`config.mk`:
```
export PLATFORM = sky130hd
export DESIGN_NAME = uart_tx_hold
export DESIGN_NICKNAME = d
export VERILOG_FILES = /design/src/rtl/uart_tx_pkg.sv /design/src/rtl/uart_tx_ctrl.sv /design/src/rtl/uart_tx_datapath.sv /design/src/rtl/uart_tx_hold.sv
export SDC_FILE = /design/constraint.sdc
export NUM_CORES = 1
export LEC_CHECK = 0
export ABC_AREA = 1
export CAP_MARGIN = 10
export CORE_UTILIZATION = 45
export CTS_CLUSTER_DIAMETER = 200
export CTS_CLUSTER_SIZE = 25
export DETAILED_ROUTE_END_ITERATION = 7
export DONT_BUFFER_PORTS = 1
export PLACE_DENSITY = 0.58
export SYNTH_ARGS = -nofsm -noshare
export SYNTH_HDL_FRONTEND = slang
export SYNTH_SLANG_ARGS = --single-unit
```
`constraint.sdc`:
```
create_clock -name clk -period 1.5 [get_ports clk]
set_clock_uncertainty 0.05 [all_clocks]
set_input_delay 0.075 -clock clk [delete_from_list [all_inputs] [get_ports clk]]
set_output_delay 0.075 -clock clk [all_outputs]
set_load 0.05 [all_outputs]
```
`src/rtl/uart_tx_pkg.sv`:
```
package uart_tx_pkg;

  // Strobes from the control unit to the datapath, valid for one clock.
  typedef struct packed {
    logic holdWrite;  // capture wrData into the holding register
    logic transfer;   // move holding register into the shifter, start a frame
    logic shift;      // advance to the next bit of the current frame
    logic finish;     // last bit done and nothing queued: go idle
  } txCtl_t;

endpackage

```
`src/rtl/uart_tx_ctrl.sv`:
```
module uart_tx_ctrl
  import uart_tx_pkg::*;
(
  input  logic   clk,
  input  logic   rstN,
  input  logic   baudTick,
  input  logic   wrEn,
  input  logic   holdFull,
  input  logic   active,
  input  logic   lastBit,
  output txCtl_t ctl,
  output logic   emptyIrq
);

  logic frameEnds;

  always_comb begin
    frameEnds        = baudTick & active & lastBit;
    ctl.holdWrite    = wrEn;
    // A queued character starts on an idle tick or on the tick that closes
    // the last stop bit, so consecutive frames abut.
    ctl.transfer     = baudTick & holdFull & (~active | lastBit);
    ctl.shift        = baudTick & active & ~lastBit;
    ctl.finish       = frameEnds & ~holdFull;
  end

  always_ff @(posedge clk or negedge rstN) begin
    if (!rstN) emptyIrq <= 1'b0;
    else       emptyIrq <= ctl.transfer;
  end

endmodule

```
`src/rtl/uart_tx_datapath.sv`:
```
module uart_tx_datapath
  import uart_tx_pkg::*;
#(
  parameter int DATA_W = 8
) (
  input  logic              clk,
  input  logic              rstN,
  input  txCtl_t            ctl,
  input  logic [DATA_W-1:0] wrData,
  input  logic              cfgLen8,
  input  logic              cfgStop2,
  input  logic              cfgParEn,
  input  logic              cfgParEven,
  output logic              holdFull,
  output logic              active,
  output logic              lastBit,
  output logic              txLine
);

  // start + data + parity + two stops
  localparam int FRAME_W = DATA_W + 4;
  localparam int CNT_W   = $clog2(FRAME_W + 1);

  logic [DATA_W-1:0]  holdReg;
  logic [DATA_W-1:0]  dataMask;
  logic [DATA_W-1:0]  maskedData;
  logic               parityBit;
  logic [CNT_W-1:0]   parPos;
  logic [FRAME_W-1:0] nextFrame;
  logic [CNT_W-1:0]   nextLast;
  logic [FRAME_W-1:0] shiftReg;
  logic [CNT_W-1:0]   bitCnt;
  logic [CNT_W-1:0]   lastIdx;

  // Holding register
  always_ff @(posedge clk or negedge rstN) begin
    if (!rstN) begin
      holdReg  <= '0;
      holdFull <= 1'b0;
    end else if (ctl.holdWrite) begin
      holdReg  <= wrData;
      holdFull <= 1'b1;
    end else if (ctl.transfer) begin
      holdFull <= 1'b0;
    end
  end

  // Frame assembly from the holding register and the live configuration
  always_comb begin
    dataMask = '1;
    if (!cfgLen8) dataMask[DATA_W-1] = 1'b0;
    maskedData = holdReg & dataMask;
    parityBit  = (^maskedData) ^ ~cfgParEven;
    parPos     = cfgLen8 ? CNT_W'(DATA_W + 1) : CNT_W'(DATA_W);

    nextFrame    = '1;
    nextFrame[0] = 1'b0;
    for (int i = 0; i < DATA_W; i++) nextFrame[1+i] = maskedData[i];
    if (!cfgLen8) nextFrame[DATA_W] = 1'b1;
    if (cfgParEn) nextFrame[parPos] = parityBit;

    nextLast = CNT_W'(DATA_W - 1) + CNT_W'(cfgLen8) + CNT_W'(cfgParEn)
             + CNT_W'(cfgStop2) + CNT_W'(1);
  end

  // Shift register and bit counter
  always_ff @(posedge clk or negedge rstN) begin
    if (!rstN) begin
      shiftReg <= '1;
      bitCnt   <= '0;
      lastIdx  <= '0;
      active   <= 1'b0;
    end else if (ctl.transfer) begin
      shiftReg <= nextFrame;
      bitCnt   <= '0;
      lastIdx  <= nextLast;
      active   <= 1'b1;
    end else if (ctl.shift) begin
      shiftReg <= {1'b1, shiftReg[FRAME_W-1:1]};
      bitCnt   <= bitCnt + CNT_W'(1);
    end else if (ctl.finish) begin
      shiftReg <= '1;
      active   <= 1'b0;
    end
  end

  assign lastBit = (bitCnt == lastIdx);
  assign txLine  = active ? shiftReg[0] : 1'b1;

endmodule

```
`src/rtl/uart_tx_hold.sv`:
```
module uart_tx_hold
  import uart_tx_pkg::*;
#(
  parameter int DATA_W = 8
) (
  input  logic              clk,
  input  logic              rstN,
  input  logic              baudTick,
  input  logic              wrEn,
  input  logic [DATA_W-1:0] wrData,
  input  logic              cfgLen8,
  input  logic              cfgStop2,
  input  logic              cfgParEn,
  input  logic              cfgParEven,
  output logic              txLine,
  output logic              emptyIrq,
  output logic              busy
);

  txCtl_t ctl;
  logic   holdFull;
  logic   active;
  logic   lastBit;

  uart_tx_ctrl uCtrl (
    .clk      (clk),
    .rstN     (rstN),
    .baudTick (baudTick),
    .wrEn     (wrEn),
    .holdFull (holdFull),
    .active   (active),
    .lastBit  (lastBit),
    .ctl      (ctl),
    .emptyIrq (emptyIrq)
  );

  uart_tx_datapath #(.DATA_W(DATA_W)) uData (
    .clk        (clk),
    .rstN       (rstN),
    .ctl        (ctl),
    .wrData     (wrData),
    .cfgLen8    (cfgLen8),
    .cfgStop2   (cfgStop2),
    .cfgParEn   (cfgParEn),
    .cfgParEven (cfgParEven),
    .holdFull   (holdFull),
    .active     (active),
    .lastBit    (lastBit),
    .txLine     (txLine)
  );

  assign busy = holdFull | active;

endmodule

```
==> flow_summary.toml <==
[floorplan]
dieWidth_um = 58.7
row_count = 20
pin_count = 19
die_h_um = 58.7
coreArea_um2 = 3050
start_util_pct = 47.3
die_area_um2 = 3440

[layout]
drive_above_1_share_pct = 21.4
n_antenna_cell = 0
area_growth_pct = 23.3
fin_cells = 245
nets = 220

[global_route]
grt_pass1_vias = 1135
grt_usage_pct = 18.6
grt.overflow.total = 0
grt_pass1_wl_um = 4860
use_met2_pct = 32.3
grtUsageMet1_pct = 24.7
use_met3_pct = 2.20
antenna_found_initial = 0
busiest_layer = "met2"
grt_max_degree = 29

[timing]
timing_hold_violations_final = 0
rsz0062_at_grt = "yes"
slew_viol_final = 0
maxSlewHeadroom_pct = 69.6
max_freq_mhz = 678
finalSetupViolCount = 0
min_period_over_period_pct = 98.3
period_needed_ns = 1.47
tightest_slew_ns = 0.454

[critical_path]
r2r_cells = 10
reg2reg_to = "uData.shiftReg[8]"
reg2reg_setup_slack_ns = 0.03
cp-start-kind = "register"
crit_top_cell = "nand2_1"
timing.rr.start = "uData.lastIdx[3]"
endpoint_kind = "register"
worstPathCellList = "nand2_1 -> nand2_1 -> nor2_2 -> nand3_4 -> nand2_4 -> nand3_4 -> nor2_1 -> nand2_1 -> nand2_1 -> nand2_1"
max_stage_delay_ns = 0.43
worstPathRequired_ns = 1.71
critical-path-slowest-cell = "dfrtp_1"
worstPathArrival_ns = 1.69
cp_top_family = "simple AND/OR/NAND/NOR gates"
critPathBufInv = 0
worstPathMaxFanout = 8
worstSetupPathType = "reg2reg"

[min_path]
min_path_cells = 6
hold_end = "uData.shiftReg[8]"
min_from = "cfgLen8"
min_path_type = "in2reg"

[detailed_routing]
routed_wl_um = 2850
drtAntennaViolNets = 0
drc = 0
avgRoutedWirePerCell_um = 11.6
dr.pass1.iters = 4
via_per_inst = 4.80
vias = 1176
drt_iter0_drc = 49

[clocking]
cts_max_path_buffers = 2
cts_sinks = 28
tritoncts = "yes"
h-tree-depth = 1
clk_latency_ns = 0.32
cts_root_buf = "clkbuf_4"
cts-buffers-inserted = 3
path_clk_slew_ns = 0.15

[power]
ir_worst_vdd_uv = 614
leakage_nw = 0.878
p_total_mw = 2.72
pwr_density_cell_nw_per_um2 = 1530

[place]
port_buffers = 0
dp_hpwl_um = 2010
numPlacedInstances = 224
gp_congestion = 0.789

[logic_synthesis]
synth_area_leader_cell = "dfrtp_1"
yosysUniqueCellTypes = 23
synth_edf_count = 0
synth.area.top_cells = "dfrtp_1, dfstp_2, nand2_1, o21ai_0, inv_1"
synth_nets = 196
yosysSeqAreaShare_pct = 49.4
syn_area_per_cell_um2 = 8.12
yosys.cell_count.top_type = "nand2_1"
synth_common_cells = "nand2_1, inv_1, o21ai_0, dfrtp_1, nand3_1"
syn_inst = 178
ys_seq_elements = 28
synthArstFlopShare_pct = 100
synth_area_um2 = 1450
yosysWarnings = 0
ys.flop_type = "dfrtp_1"
yosys.area.top_type_share_pct = 31.2

[status]
status = "finished, final reports clean"

[run]
maxCapViolCount = 0
==> timing repair <==
action	in CTS	in global routing
setup endpoints to repair	8	18
gates resized for setup	0	14
pin swaps	1	1
hold endpoints to repair	52	0
setup buffers	0	1
hold buffers	15	0
cloned	1	0
==> worst max-delay path by stage <==
stage	from	to	slack (ns)	cells after the start
after floorplan	uData.bitCnt[0]	uData.bitCnt[1]	0.13	7
after global placement	uData.bitCnt[0]	uData.shiftReg[2]	-0.01	7
after detailed placement	uData.bitCnt[1]	uData.shiftReg[8]	-0.009	8
after CTS	uData.bitCnt[1]	uData.shiftReg[8]	0.02	8
after global routing	uData.bitCnt[3]	uData.shiftReg[8]	-0.08	11
final	uData.lastIdx[3]	uData.shiftReg[8]	0.03	10
==> where the power goes <==
group | internal, mW | switching, mW
clock network | 0.148 | 0.211
registers | 1.06 | 0.216
logic | 0.433 | 0.654
==> per-layer routing <==
layer,vias up,share of wire [%]
li1,610,-
met1,541,48
met2,23,49
met3,2,2.9
met4,0,0.60
met5,-,0
==> metrics by stage <==
step | utilization, % | setup slack, ns | setup TNS, ns | cell area (um^2) | hold WS [ns]
5_1_grt | 58.4 | -0.0816 | -0.316 | 1780 | 0.0965
3_5_place_dp | 49.7 | -0.00889 | -0.0105 | 1520 | -0.270
2_1_floorplan | - | 0.129 | 0 | 1450 | -0.271
4_1_cts | 56.5 | 0.0245 | 0 | 1720 | 0.0615
3_3_place_gp | 49.7 | -0.0101 | -0.0125 | 1520 | -0.270
6_report | 58.4 | 0.0259 | 0 | 1780 | 0.0656
==> sequential cells by signal (all words and copies together) (netlist names) <==
name / count
uData.lastIdx: 3
uCtrl.emptyIrq: 1
uData.bitCnt: 4
uData.active: 1
uData.holdReg: 8
uData.holdFull: 1
uData.shiftReg: 10
==> logic make-up after synthesis <==
family,after synthesis,synth area share (%)
xor+xnor,3,1.82
flops,28,49.4
fa+ha+maj,2,2.25
compound gates,28,11.7
simple gates,93,28.1
buf+inv,24,6.75
==> worst min-delay path, stage by stage <==
cell and delay (ns):
nand2_1 0.07, inv_1 0.07, nor2_1 0.04, nand2_1 0.06, nand2_1 0.04, nand2_1 0.05
==> placed cells by master (no fill, tap or decap), types with 3 or more instances in the layout <==
cell type	instances
nand3_4	3
inv_1	19
dlygate4sd3_1	14
clkbuf_4	3
dfstp_2	10
o211ai_2	3
o21ai_0	19
nand2_2	5
nand3_1	10
nor3_1	3
a21oi_1	3
dfrtp_1	18
buf_4	5
nand2_1	63
nor2_1	6
==> final cells by class <==
type                            count  area, um^2
Clock buffer                        4        36.3
Fill cell                         270        1270
Inverter                           22        85.1
Multi-Input combinational cell    127         694
Sequential cell                    28         713
Tap cell                           44        55.1
Timing Repair Buffer               20         198
Note: power is estimated with default switching activity, not from simulation.
